## config.mk

```make
export PLATFORM = sky130hd
export DESIGN_NAME = host_cmd_regs
export DESIGN_NICKNAME = d
export VERILOG_FILES = /design/src/rtl/hcr_pkg.sv /design/src/rtl/hcr_decode.sv /design/src/rtl/hcr_flags.sv /design/src/rtl/hcr_regs.sv /design/src/rtl/host_cmd_regs.sv
export SDC_FILE = /design/constraint.sdc
export NUM_CORES = 1
export LEC_CHECK = 0
export ABC_AREA = 1
export CAP_MARGIN = 20
export CELL_PAD_IN_SITES_DETAIL_PLACEMENT = 0
export CELL_PAD_IN_SITES_GLOBAL_PLACEMENT = 1
export CORE_ASPECT_RATIO = 1.5
export CORE_UTILIZATION = 31
export CTS_CLUSTER_SIZE = 8
export DETAILED_ROUTE_END_ITERATION = 8
export PLACE_DENSITY = 0.85
export RECOVER_POWER = 50
export SYNTH_ARGS = -nofsm -noshare
export SYNTH_HDL_FRONTEND = slang
export SYNTH_SLANG_ARGS = --single-unit
export TNS_END_PERCENT = 100
```

## constraint.sdc

```tcl
create_clock -name clk -period 2.15 [get_ports clk]
set_input_delay 0.43 -clock clk [delete_from_list [all_inputs] [get_ports clk]]
set_output_delay 0.43 -clock clk [all_outputs]
set_load 0.005 [all_outputs]
```

## src/rtl/hcr_pkg.sv

```systemverilog
package hcr_pkg;
  // address value that selects the status/command pair
  localparam logic ADDR_CTRL = 1'b1;
  // flag positions counted down from the MSB of the status byte
  localparam int OFS_BUSY  = 1;
  localparam int OFS_CFULL = 2;
  localparam int OFS_PFULL = 3;
  localparam int OFS_RFULL = 4;
  localparam int OFS_IRQ   = 5;

  typedef struct packed {
    logic busy;
    logic cfull;
    logic pfull;
    logic rfull;
    logic irq;
  } hcr_flags_t;
endpackage

```

## src/rtl/hcr_decode.sv

```systemverilog
module hcr_decode (
  input  logic clk,
  input  logic rst_n,
  input  logic sel,
  input  logic addr,
  input  logic rd,
  input  logic wr,
  output logic cmd_wr_evt,
  output logic prm_wr_evt,
  output logic res_rd_evt
);
  import hcr_pkg::*;

  logic rd_act, wr_act, rd_prev, wr_prev, rd_edge, wr_edge;

  assign rd_act  = sel & rd;
  assign wr_act  = sel & wr;
  assign rd_edge = rd_act & ~rd_prev;
  assign wr_edge = wr_act & ~wr_prev;

  always_ff @(posedge clk) begin
    if (!rst_n) begin
      rd_prev <= 1'b0;
      wr_prev <= 1'b0;
    end else begin
      rd_prev <= rd_act;
      wr_prev <= wr_act;
    end
  end

  assign cmd_wr_evt = wr_edge & (addr == ADDR_CTRL);
  assign prm_wr_evt = wr_edge & (addr != ADDR_CTRL);
  assign res_rd_evt = rd_edge & (addr != ADDR_CTRL);

  // a held read strobe yields a single event
  assert_one_read_R11: assert property (@(posedge clk) disable iff (!rst_n)
    res_rd_evt && rd_act |=> !res_rd_evt);
endmodule

```

## src/rtl/hcr_flags.sv

```systemverilog
module hcr_flags (
  input  logic                clk,
  input  logic                rst_n,
  input  logic                cmd_wr_evt,
  input  logic                prm_wr_evt,
  input  logic                res_rd_evt,
  input  logic                cmd_pop,
  input  logic                prm_pop,
  input  logic                res_load,
  input  logic                seek_start,
  output hcr_pkg::hcr_flags_t flags,
  output logic                cmd_accept,
  output logic                prm_accept,
  output logic                proto_err
);
  import hcr_pkg::*;

  hcr_flags_t f_q;
  logic       err_q;

  assign cmd_accept = cmd_wr_evt & ~f_q.busy;
  assign prm_accept = prm_wr_evt & ~f_q.pfull;

  always_ff @(posedge clk) begin
    if (!rst_n) begin
      f_q   <= '0;
      err_q <= 1'b0;
    end else begin
      if (cmd_accept)                    f_q.busy <= 1'b1;
      else if (res_rd_evt || seek_start) f_q.busy <= 1'b0;

      if (cmd_accept)   f_q.cfull <= 1'b1;
      else if (cmd_pop) f_q.cfull <= 1'b0;

      if (prm_accept)   f_q.pfull <= 1'b1;
      else if (prm_pop) f_q.pfull <= 1'b0;

      // a new result takes priority over a clearing read
      if (res_load)        f_q.rfull <= 1'b1;
      else if (res_rd_evt) f_q.rfull <= 1'b0;

      if (res_load)        f_q.irq <= 1'b1;
      else if (res_rd_evt) f_q.irq <= 1'b0;

      if (cmd_wr_evt && f_q.busy) err_q <= 1'b1;
    end
  end

  assign flags     = f_q;
  assign proto_err = err_q;

  assert_cmd_sets_R2: assert property (@(posedge clk) disable iff (!rst_n)
    cmd_wr_evt && !f_q.busy |=> f_q.busy && f_q.cfull);
  assert_busy_origin_R2: assert property (@(posedge clk) disable iff (!rst_n)
    $rose(f_q.busy) |-> $past(cmd_wr_evt));
  assert_pop_keeps_busy_R3: assert property (@(posedge clk) disable iff (!rst_n)
    cmd_pop && f_q.busy && !res_rd_evt && !seek_start |=> f_q.busy && !f_q.cfull);
  assert_prm_hold_R4: assert property (@(posedge clk) disable iff (!rst_n)
    f_q.pfull && !prm_pop |=> f_q.pfull);
  assert_load_sets_R5: assert property (@(posedge clk) disable iff (!rst_n)
    res_load |=> f_q.rfull && f_q.irq);
  assert_read_clears_R6: assert property (@(posedge clk) disable iff (!rst_n)
    res_rd_evt && !res_load && !cmd_wr_evt |=> !f_q.rfull && !f_q.irq && !f_q.busy);
  assert_seek_drop_R7: assert property (@(posedge clk) disable iff (!rst_n)
    seek_start && !cmd_wr_evt |=> !f_q.busy);
  assert_err_sticky_R8: assert property (@(posedge clk) disable iff (!rst_n)
    err_q |=> err_q);
endmodule

```

## src/rtl/hcr_regs.sv

```systemverilog
module hcr_regs #(
  parameter int DATA_W = 8
) (
  input  logic              clk,
  input  logic              rst_n,
  input  logic [DATA_W-1:0] din,
  input  logic              cmd_ld,
  input  logic              prm_ld,
  input  logic              res_ld,
  input  logic [DATA_W-1:0] res_in,
  output logic [DATA_W-1:0] cmd_q,
  output logic [DATA_W-1:0] prm_q,
  output logic [DATA_W-1:0] res_q
);
  always_ff @(posedge clk) begin
    if (!rst_n) begin
      cmd_q <= '0;
      prm_q <= '0;
      res_q <= '0;
    end else begin
      if (cmd_ld) cmd_q <= din;
      if (prm_ld) prm_q <= din;
      if (res_ld) res_q <= res_in;
    end
  end
endmodule

```

## src/rtl/host_cmd_regs.sv

```systemverilog
module host_cmd_regs #(
  parameter int DATA_W = 8
) (
  input  logic              clk,
  input  logic              rst_n,
  input  logic              sel,
  input  logic              addr,
  input  logic              rd,
  input  logic              wr,
  input  logic [DATA_W-1:0] din,
  output logic [DATA_W-1:0] dout,
  output logic              irq,
  output logic              cmd_valid,
  output logic [DATA_W-1:0] cmd_byte,
  input  logic              cmd_pop,
  output logic              prm_valid,
  output logic [DATA_W-1:0] prm_byte,
  input  logic              prm_pop,
  input  logic              res_load,
  input  logic [DATA_W-1:0] res_byte,
  input  logic              seek_start,
  output logic              busy,
  output logic              proto_err
);
  import hcr_pkg::*;

  localparam int MIN_W = OFS_IRQ;

  function automatic logic [DATA_W-1:0] pack_status(input hcr_flags_t f);
    logic [DATA_W-1:0] s;
    s = '0;
    s[DATA_W-OFS_BUSY]  = f.busy;
    s[DATA_W-OFS_CFULL] = f.cfull;
    s[DATA_W-OFS_PFULL] = f.pfull;
    s[DATA_W-OFS_RFULL] = f.rfull;
    s[DATA_W-OFS_IRQ]   = f.irq;
    return s;
  endfunction

  logic              cmd_wr_evt, prm_wr_evt, res_rd_evt;
  logic              cmd_accept, prm_accept;
  hcr_flags_t        flags;
  logic [DATA_W-1:0] res_q, status_b;

  hcr_decode u_decode (
    .clk(clk), .rst_n(rst_n), .sel(sel), .addr(addr), .rd(rd), .wr(wr),
    .cmd_wr_evt(cmd_wr_evt), .prm_wr_evt(prm_wr_evt), .res_rd_evt(res_rd_evt)
  );

  hcr_flags u_flags (
    .clk(clk), .rst_n(rst_n),
    .cmd_wr_evt(cmd_wr_evt), .prm_wr_evt(prm_wr_evt), .res_rd_evt(res_rd_evt),
    .cmd_pop(cmd_pop), .prm_pop(prm_pop), .res_load(res_load),
    .seek_start(seek_start), .flags(flags),
    .cmd_accept(cmd_accept), .prm_accept(prm_accept), .proto_err(proto_err)
  );

  hcr_regs #(.DATA_W(DATA_W)) u_regs (
    .clk(clk), .rst_n(rst_n), .din(din),
    .cmd_ld(cmd_accept), .prm_ld(prm_accept), .res_ld(res_load),
    .res_in(res_byte), .cmd_q(cmd_byte), .prm_q(prm_byte), .res_q(res_q)
  );

  assign status_b  = pack_status(flags);
  assign dout      = (addr == ADDR_CTRL) ? status_b : res_q;
  assign irq       = flags.irq;
  assign cmd_valid = flags.cfull;
  assign prm_valid = flags.pfull;
  assign busy      = flags.busy;

  initial assert_width_R10: assert (DATA_W >= MIN_W);

  assert_drop_cmd_R8: assert property (@(posedge clk) disable iff (!rst_n)
    cmd_wr_evt && busy |=> $stable(cmd_byte));
  assert_drop_prm_R4: assert property (@(posedge clk) disable iff (!rst_n)
    prm_wr_evt && prm_valid |=> $stable(prm_byte));
endmodule

```

Word-level counts from Yosys, hierarchy flattened
Index checks and enable logic that the tools add are counted.
{ "word_totals": {"ff_bits": 31, "out_inout_bits": 29, "elab_cells": 39} }
{ "op_classes": {"n_mux": 9, "bitwise": 14, "n_reduce_logical": 6} }
{ "op_table": {"columns": ["cell", "count"], "rows": [
  ["$and 1x1->1", 9],
  ["$mux 1", 8],
  ["$mux 8", 1],
  ["$reduce_bool 2->1", 4],
  ["$not 1->1", 5],
  ["$logic_and 1x1->1", 1],
  ["$logic_or 1x1->1", 1]
]} }

Logic depth before layout (Yosys ltp)
Gate-level depths: netlist of the first run.
{ "logic_depth": {"ltp_word": 6, "depth_mapped": 6} }

Hierarchy
Synthesis of the first run repeated with hierarchy kept, for this count alone.
{ "hier_totals": {"hier_cells": 207, "hier_area_um2": 1377.6} }
{ "modules_own_cells": {"columns": ["mod", "instances", "cells_each", "area_each_um2", "seq_area_each_um2"], "rows": [
  ["hcr_regs", 1, 144, 991.0, 480.5],
  ["hcr_flags", 1, 27, 203.9, 100.1],
  ["host_cmd_regs", 1, 23, 93.8, 0.0],
  ["hcr_decode", 1, 13, 88.8, 40.0]
]} }

Worst setup path before layout of the first run
OpenSTA, ideal clock, no wires.
{ "synth_timing": {"path_kind": "input port to output port", "start": "input addr", "end": "output dout[3]", "arrival_ns": 0.837, "required_time_ns": 1.720, "slack_ns": 0.883, "cell_stages": 3, "n_path_buf": 1, "path_cell_list": "clkbuf_1 nand2_1 o21ai_0"} }
{ "synth_between": {"elab_chain_len": 1} }
{ "synth_rtl": {"columns": ["item", "line", "source"], "rows": [
  ["start: declaration", "host_cmd_regs.sv:7", "input logic addr,"],
  ["$mux 8", "host_cmd_regs.sv:65", "assign dout = (addr == ADDR_CTRL) ? status_b : res_q;"],
  ["end: declaration", "host_cmd_regs.sv:11", "output logic [DATA_W-1:0] dout,"]
]} }
Every way passes these cells.

Worst setup path in the final report of the first run
Same ends and word-level chain as after synthesis.

==> flow_summary_export.csv, run 1 <==
group,metric,value,unit
run_status,outcome,"complete, no violations",
global_route,grt_pass1_wl,5330,µm
synthesis,netlist_top_cells_count,"dfxtp_1, nand2_1, a21oi_1, nor2_1, inv_1",
detailed_routing,dr.first_iter.drc_count,4,
synthesis,ys_types,17,
finish,nets,265,
min_path,hold_path.class,"flip-flop to flip-flop",
sta,finClkSkew,0.00407,ns
synthesis,synth_top_family_by_area,"simple AND/OR/NAND/NOR gates",
power_and_ir_drop,p_leak,0.000889,µW
floorplanning,fp.dieH,81.1,µm
synthesis,synth_area,0.00129,mm²
floorplanning,core_area,0.00396,mm²
global_route,overflow,0,
sta,fin_crit_sh,87.8,%
sta,rsz0062_at_grt,"no",
synthesis,postSynthNetCount,205,
synthesis,synthAdderAreaFrac,0,%
critical_path,required,1.72,ns
synthesis,synthFlopType,"dfxtp_1",
sta,slew_viol_final,0,
detailed_routing,first_pass_iters,4,
detailed_routing,routed_wl,3260,µm
critical_path,crit_path_start,"addr",
synthesis,syn_avg_cell_area,7.23,µm²
detailed_routing,drc,0,
placed_design,port_buffers,54,
sta,finalHoldViolCount,0,
synthesis,synth_edf_count,0,
power_and_ir_drop,powerDensity,669,mW/mm²
run,maxCapViolations,0,
cts,clk_pin_slew,0.06,ns
synthesis,syn-instance-count,179,
synthesis,yosysTopAreaCell,"dfxtp_1",
min_path,hp-start,"u_regs.res_q[6]$_SDFFE_PN0P_",
detailed_routing,vias,1286,
critical_path,ff2ff_path_depth,4,
critical_path,endpoint,"dout[3]",
placed_design,placed_cell_area,0.00190,mm²
sta,setup_tns,0,ns
floorplanning,start_util,32.7,%
cts,cts_max_level,2,
sta,slew_headroom,57.1,%
critical_path,endpoint_kind,"primary output",
synthesis,ys_seq_area_share,48.0,%
detailed_routing,antenna_left,0,
cts,holdBufCountCts,0,
floorplanning,ios,55,
detailed_routing,wl_per_cell,11.4,µm
placed_design,place_congestion,0.702,
power_and_ir_drop,irDropWorstVdd,0.460,mV
synthesis,synthMuxAreaShare,0,%
cts,insertion_delay,0.28,ns
synthesis,ys_warn_count,0,
synthesis,synth.area.top_cells,"dfxtp_1, a21oi_1, nand2_1, nor2_1, inv_1",
cts,cts_inserted_buffers,5,
global_route,track_usage,16.8,%
synthesis,synth_xor_area_share,0,%
sta,tightest_slew,0.643,ns
sta,hold_slack,0.456,ns
sta,max_freq,530,MHz
floorplanning,die_w,54.7,µm
sta,finalSetupViolations,0,
finish,design_area,0.00200,mm²
synthesis,synth_top_area_share,48.0,%
finish,n_antenna_cell,0,
global_route,grt_pass1_vias,1251,
cts,postCtsSetupRepairBufs,0,
detailed_routing,viasPerCell,4.51,
critical_path,r2r-start,"u_decode.wr_prev$_SDFF_PN0_",
synthesis,synth_compound_area_share,16.1,%
critical_path,arrival,1.46,ns
critical_path,worstReg2RegEnd,"u_flags.flags[4]$_SDFFE_PN0P_",
critical_path,r2r_setup_slack,0.77,ns
finish,syn_to_final_growth,54.5,%
global_route,antenna_found_initial,0,
synthesis,async_flop_share,0,%
global_route,grt_max_degree,36,
sta,min_period,1.89,ns
floorplanning,fp-row-count,28,
cts,cts_buffer_depth,2,
critical_path,path_class,"primary input to primary output",
cts,clock-root-buffer,"clkbuf_8",
cts,cts.sink_count,31,
placed_design,dp_hpwl,2280,µm
critical_path,worstPathMaxFanout,5,
synthesis,yosys.area_share.simple,25.1,%
finish,drive_gt1_share,8.75,%
synthesis,ys_ff_latch,31,
cts,cts_tree,"yes",
floorplanning,dieArea,0.00444,mm²
critical_path,worstSetupStartpointType,"primary input",
synthesis,yosysMostFrequentCell,"dfxtp_1",
[logic make-up after synthesis]
family / count (synthesis)
AND/OR/NAND/NOR: 76
buffers and inverters: 32
flip-flops: 31
AO/OA/AOI/OAI: 40
[state kept, by name, summed over array words and instances (netlist names)]
name / count
u_regs.prm_q: 8
u_regs.cmd_q: 8
u_regs.res_q: 8
u_decode.wr_prev: 1
u_flags.flags: 4
u_flags.proto_err: 1
u_decode.rd_prev: 1
[routing by layer]
| layer | up-vias | wire [µm] | GRT usage [%] |
|---|---|---|---|
| met5 | - | 0 | 0 |
| met1 | 552 | 1350 | 18.4 |
| met2 | 42 | 1650 | 28.3 |
| li1 | 685 | - | - |
| met4 | 0 | 72 | 9.23 |
| met3 | 7 | 179 | 3.93 |
[layout make-up]
class	instances	area, µm²
clock buffers	8	100
fillers	412	1960
inverters	23	86.3
multi-input cells	116	531
flip-flops and latches	31	621
well taps	45	56.3
repair buffers	62	606
[power by group]
group	internal [µW]	total [µW]	switching, µW
registers	605	620	14.6
logic	121	218	96.8
clock network	292	500	208
[metrics by stage]
stage | utilization [%] | power, µW | instances | worst slack, ns
final | 50.5 | 1340 | 285 | 0.262
after global routing | 50.5 | 1410 | 285 | 0.169
after CTS | 50.5 | 1360 | 284 | 0.00350
after detailed placement | 48.0 | 858 | 276 | -0.00684
after global placement | 48.0 | 857 | 276 | 0.0150
after floorplan | - | 731 | 179 | 0.883
[worst max-delay path: stages]
cell,delay (ns)
dlymetal6s2s_1,0.16
buf_4,0.17
o21ai_0,0.17
clkdlybuf4s50_1,0.53
[worst min-delay path by stage]
| stage | endpoint | slack, ns | cells after the start |
|---|---|---|---|
| floorplan | u_regs.res_q[3]$_SDFFE_PN0P_ | 0.43 | 2 |
| global placement | u_regs.res_q[6]$_SDFFE_PN0P_ | 0.44 | 2 |
| detailed placement | u_regs.res_q[6]$_SDFFE_PN0P_ | 0.45 | 2 |
| CTS | u_regs.res_q[6]$_SDFFE_PN0P_ | 0.46 | 2 |
| global route | u_regs.res_q[0]$_SDFFE_PN0P_ | 0.48 | 2 |
| finish | u_regs.res_q[6]$_SDFFE_PN0P_ | 0.46 | 2 |
[placed cells by master, fill, tap and decap left out, drive strengths merged]
cell | Yosys | final
dlygate4sd2 | 0 | 1
dfxtp | 31 | 31
o21ai | 12 | 12
a21oi | 28 | 28
dlygate4sd3 | 0 | 3
buf | 8 | 7
nor2 | 29 | 29
clkdlybuf4s50 | 0 | 47
nand2 | 31 | 31
dlymetal6s2s | 0 | 3
inv | 23 | 23
clkbuf | 1 | 9
nand3 | 16 | 16
[timing repair]
item | in CTS | in global routing
gates cloned | 0 | 1
setup endpoints to repair | 1 | 4
gates resized for setup | 1 | 4
(Power assumes the default switching activity.)
==> run 2, diff against run 1 <==
ABC_AREA = not set   (was 1)
CAP_MARGIN = 25   (was 20)
CORE_UTILIZATION = 32   (was 31)
PLACE_DENSITY = 0.84   (was 0.85)
==> run 2 against run 1 <==
  * Maximum frequency fell by 8.4%
  * Clock-buffer cell count did not move
  * Global-route usage fell by 0.78 points
  * Core utilization rose by 1.8 points
  * Clock power fell by 0.8%
==> flow_summary_export.csv, run 2 <==
group,metric,value,unit
cts,cts.sink_count,31,
critical_path,endpoint_kind,"primary output",
floorplanning,ios,55,
cts,holdBufCountCts,0,
power_and_ir_drop,irDropWorstVdd,0.517,mV
synthesis,postSynthNetCount,151,
critical_path,r2r-start,"u_decode.wr_prev$_SDFF_PN0_",
synthesis,netlist_top_cells_count,"dfxtp_1, nand2_1, mux2i_1",
synthesis,synthFlopType,"dfxtp_1",
power_and_ir_drop,total_power,1280,µW
synthesis,synth_area,0.00124,mm²
synthesis,async_flop_share,0,%
detailed_routing,wl_per_cell,13.2,µm
detailed_routing,routed_wl,2990,µm
critical_path,required,1.72,ns
power_and_ir_drop,powerDensity,664,mW/mm²
finish,seq_area,621,µm²
global_route,grt_pass1_vias,1118,
cts,cts_tree,"yes",
synthesis,synth_compound_area_share,5.73,%
run_status,outcome,"complete, no violations",
finish,num-fill-cells,351,
synthesis,yosys.area_share.simple,17.9,%
finish,top_regs,"u_regs.cmd_q x8, u_regs.prm_q x8, u_regs.res_q x8",
finish,final_cell_mix,"clkdlybuf4s50_1, dfxtp_1, nand2_1, mux2i_1",
synthesis,synth_edf_count,0,
placed_design,post-place-ws,-0.176,ns
sta,min_period,2.06,ns
detailed_routing,drc,0,
global_route,track_usage,16.0,%
min_path,hp-start,"u_regs.cmd_q[5]$_SDFFE_PN0P_",
cts,postCtsSetupRepairBufs,0,
synthesis,yosysTopAreaCell,"dfxtp_1",
synthesis,synth_top_family_by_area,"multiplexers",
finish,nets,209,
synthesis,yosysMostFrequentCell,"dfxtp_1",
synthesis,syn_avg_cell_area,9.95,µm²
floorplanning,die_w,52.9,µm
sta,finalSetupViolations,0,
detailed_routing,viasPerCell,4.63,
cts,cts_buffer_depth,2,
sta,finalHoldViolCount,0,
finish,drive_gt1_share,9.24,%
synthesis,synth.area.top_cells,"dfxtp_1, mux2i_1, nand2_1, nor2b_1, o21a_1",
sta,max_freq,485,MHz
critical_path,path_class,"primary input to primary output",
cts,clock-root-buffer,"clkbuf_8",
detailed_routing,first_pass_iters,4,
synthesis,synthAdderAreaFrac,0,%
floorplanning,fp-row-count,27,
cts,cts_inserted_buffers,5,
finish,n_antenna_cell,0,
sta,finClkSkew,0.00257,ns
sta,rsz0062_at_grt,"no",
min_path,hold_path.class,"flip-flop to flip-flop",
sta,tightest_slew,0.694,ns
placed_design,dp_hpwl,2180,µm
detailed_routing,vias,1052,
synthesis,ys_ff_latch,31,
synthesis,synth_top_area_share,49.9,%
sta,fin_ws,0.0887,ns
run,maxCapViolations,0,
cts,ctsResizeCount,1,
critical_path,crit_chain,"dlygate4sd2_1 -> mux2_2 -> clkdlybuf4s50_1",
global_route,antenna_found_initial,0,
synthesis,synthMuxAreaShare,21.1,%
floorplanning,dieArea,0.00414,mm²
detailed_routing,dr.first_iter.drc_count,10,
synthesis,syn-instance-count,125,
critical_path,cp_slowest_cell,"clkdlybuf4s50_1",
cts,cts_max_level,2,
placed_design,place_congestion,0.740,
floorplanning,core_area,0.00368,mm²
sta,fin_crit_sh,95.9,%
detailed_routing,antenna_left,0,
synthesis,synth_xor_area_share,0,%
critical_path,cpPeakStageDelay,0.44,ns
floorplanning,fp.dieH,78.4,µm
placed_design,port_buffers,54,
critical_path,arrival,1.63,ns
global_route,grt_pass1_wl,4810,µm
synthesis,ys_types,21,
finish,multiInputGateArea,562,µm²
sta,slew_headroom,53.7,%
critical_path,worstPathMaxFanout,8,
cts,insertion_delay,0.28,ns
global_route,grt_max_degree,40,
synthesis,ys_seq_area_share,49.9,%
global_route,overflow,0,
critical_path,worstSetupStartpointType,"primary input",
power_and_ir_drop,p_leak,0.000828,µW
cts,clk_pin_slew,0.06,ns
finish,syn_to_final_growth,54.8,%
synthesis,ys_warn_count,0,
finish,final_common_cell,"clkdlybuf4s50_1",
floorplanning,start_util,33.8,%
critical_path,crit_path_start,"addr",
sta,slew_viol_final,0,
## run 2: layer usage
metal	wire, µm	GRT usage [%]	part of all wire (%)	vias up
met5	0	0	0	-
met4	48	7.11	1.6	0
met3	209	6.40	7.0	4
met2	1550	28.7	52	42
met1	1180	15.2	39	480
li1	-	-	-	526
## run 2: layout make-up
class | count | share of cell area [%]
Timing Repair Buffer | 59 | 29.8
Clock buffer | 8 | 5.20
Multi-Input combinational cell | 82 | 29.2
Tap cell | 43 | 2.79
Sequential cell | 31 | 32.2
Inverter | 4 | 0.780
## run 2: logic make-up after synthesis
kind of cell           Yosys count
buffers and inverters           12
and+or+nand+nor                 46
muxes                           26
AOI/OAI and AO/OA               10
DFF                             31
## run 2: report_power, final
part           leakage [µW]  switching, µW  internal, µW
Sequential         0.000253           13.5           599
Combinational      0.000523           61.8           108
Clock             0.0000515            204           292
Total              0.000828            280           999
## run 2: through the flow
step / setup TNS, ns / util, % / std cells / hold WS (ns) / instance area, µm²
2_1_floorplan: 0 / - / 125 / 0.451 / 1240
3_3_place_gp: -0.884 / 49.7 / 219 / 0.445 / 1830
3_5_place_dp: -1.05 / 49.7 / 219 / 0.449 / 1830
4_1_cts: 0 / 52.4 / 227 / 0.462 / 1930
5_1_grt: 0 / 52.3 / 227 / 0.470 / 1930
6_report: 0 / 52.3 / 227 / 0.456 / 1930
## run 2: critical path: cells and delay by family
family	cells	cell delay, ns
buffers and inverters	2	0.82
muxes	1	0.38
## run 2: worst paths after layout
| check | cells past startpoint | slack (ns) | end |
|---|---|---|---|
| max | 3 | 0.09 | dout[6] |
| min | 2 | 0.46 | u_regs.cmd_q[5]$_SDFFE_PN0P_ |
| max reg2reg | 3 | 0.78 | u_regs.prm_q[6]$_SDFFE_PN0P_ |
| min reg2reg | 2 | 0.46 | u_regs.cmd_q[5]$_SDFFE_PN0P_ |
==> run 3, diff against run 2 <==
CORE_MARGIN = 3   (was not set)
==> run 3 against run 2 <==
  * Total power down 0.41%
  * Worst hold slack better by 0.0014 ns
  * Sequential share of layout area down 0.21 points
  * Clock-buffer cell count unchanged
  * Largest cell class unchanged
  * Largest power group unchanged
  * Highest routed layer unchanged
==> flow_summary_export.csv, run 3 (synthesis gave the netlist of run 2 again) <==
group,metric,value,unit
sta,finClkSkew,0.00298,ns
sta,min_period,2.09,ns
critical_path,worstSetupStartpointType,"primary input",
sta,fin_crit_sh,97.2,%
cts,holdBufCountCts,0,
cts,cts_tree,"yes",
critical_path,ff2ff_path_depth,4,
floorplanning,dieArea,0.00469,mm²
placed_design,place_congestion,0.751,
placed_design,port_buffers,54,
finish,top_regs,"u_regs.cmd_q x8, u_regs.prm_q x8, u_regs.res_q x8",
cts,clock-root-buffer,"clkbuf_8",
detailed_routing,first_pass_iters,4,
cts,postCtsSetupRepairBufs,0,
detailed_routing,routed_wl,2960,µm
power_and_ir_drop,powerDensity,657,mW/mm²
finish,drive_gt1_share,9.24,%
sta,max_freq,479,MHz
global_route,overflow,0,
run,maxCapViolations,0,
sta,rsz0062_at_grt,"no",
sta,finalHoldViolCount,0,
finish,nets,209,
critical_path,r2r_setup_slack,0.86,ns
detailed_routing,drc,0,
finish,syn_to_final_growth,55.8,%
critical_path,r2r-start,"u_decode.wr_prev$_SDFF_PN0_",
detailed_routing,viasPerCell,4.59,
detailed_routing,dr.first_iter.drc_count,39,
min_path,holdPathStages,2,
detailed_routing,vias,1041,
global_route,grt_max_degree,40,
detailed_routing,wl_per_cell,13.0,µm
global_route,antenna_found_initial,0,
critical_path,arrival,1.66,ns
placed_design,dp_hpwl,2230,µm
cts,cts.sink_count,31,
cts,cts_inserted_buffers,5,
sta,finalSetupViolations,0,
critical_path,required,1.72,ns
sta,slew_viol_final,0,
cts,cts_max_level,2,
min_path,hold_path.class,"flip-flop to flip-flop",
cts,cts_buffer_depth,2,
critical_path,worstPathMaxFanout,11,
floorplanning,die_w,56.9,µm
finish,n_antenna_cell,0,
floorplanning,fp.dieH,82.4,µm
floorplanning,ios,55,
cts,insertion_delay,0.28,ns
finish,final_common_cell,"clkdlybuf4s50_1",
floorplanning,fp-row-count,27,
power_and_ir_drop,total_power,1270,µW
finish,num-fill-cells,369,
finish,final_cell_mix,"clkdlybuf4s50_1, dfxtp_1, nand2_1, mux2i_1, nor2b_1",
floorplanning,start_util,33.5,%
detailed_routing,antenna_left,0,
global_route,track_usage,13.6,%
sta,tightest_slew,0.690,ns
min_path,hp-start,"u_regs.prm_q[4]$_SDFFE_PN0P_",
critical_path,endpoint_kind,"primary output",
cts,ctsResizeCount,1,
run_status,outcome,"complete, no violations",
global_route,grt_pass1_wl,4940,µm
floorplanning,core_area,0.00372,mm²
sta,slew_headroom,54.0,%
power_and_ir_drop,irDropWorstVdd,0.443,mV
power_and_ir_drop,p_leak,0.000822,µW
finish,final_util,52.2,%
min_path,holdPathEnd,"u_regs.prm_q[4]$_SDFFE_PN0P_",
critical_path,worstReg2RegEnd,"u_regs.prm_q[7]$_SDFFE_PN0P_",
critical_path,path_class,"primary input to primary output",
cts,clk_pin_slew,0.06,ns
global_route,grt_pass1_vias,1079,
[run 3: cell count changes in the layout (fill, tap and decap cells not counted), sizes merged]
cell | previous run | this run
dlygate4sd3 | 12 | 10
clkdlybuf4s50 | 41 | 43
[run 3: final cells by class]
| cell class | count | area [µm²] | share of cell area, % |
|---|---|---|---|
| Clock buffer | 8 | 100 | 5.16 |
| Inverter | 4 | 15.0 | 0.775 |
| Multi-Input combinational cell | 82 | 562 | 29.0 |
| Sequential cell | 31 | 621 | 32.0 |
| Tap cell | 43 | 53.8 | 2.78 |
| Timing Repair Buffer | 59 | 587 | 30.3 |
[run 3: worst max-delay path: stages]
cell,delay (ns)
dlygate4sd2_1,0.41
mux2_2,0.38
clkdlybuf4s50_1,0.44
[run 3: report_power, final]
part	total, µW	leakage, µW	switching [µW]	internal, µW
Clock	491	0.0000515	199	292
Sequential	611	0.000253	12.8	599
Combinational	171	0.000518	61.2	110
Total	1270	0.000822	273	1000
[run 3: stage by stage]
stage,setup WS (ns),instance area (µm²),setup TNS (ns),instances,hold slack [ns]
final,0.0610,1940,0,227,0.458
after global routing,0.00269,1940,0,227,0.484
after CTS,0.0579,1940,0,227,0.467
after detailed placement,-0.199,1840,-0.757,219,0.449
after global placement,-0.194,1840,-0.642,219,0.445
after floorplan,0.671,1240,0,125,0.451
[run 3: worst max-delay path by stage]
stage | from | end | slack [ns] | cells past startpoint
2_1_floorplan | addr | dout[5] | 0.67 | 2
3_3_place_gp | addr | dout[6] | -0.19 | 3
3_5_place_dp | addr | dout[6] | -0.20 | 3
4_1_cts | addr | dout[5] | 0.06 | 3
5_1_grt | addr | dout[5] | 0.003 | 3
6_report | addr | dout[5] | 0.06 | 3
[run 3: layer usage]
layer	up-vias	track usage, %	routed length [µm]
met4	0	3.48	23
met3	4	6.53	281
met5	-	0	0
met2	43	23.7	1490
li1	523	-	-
met1	471	14.9	1160
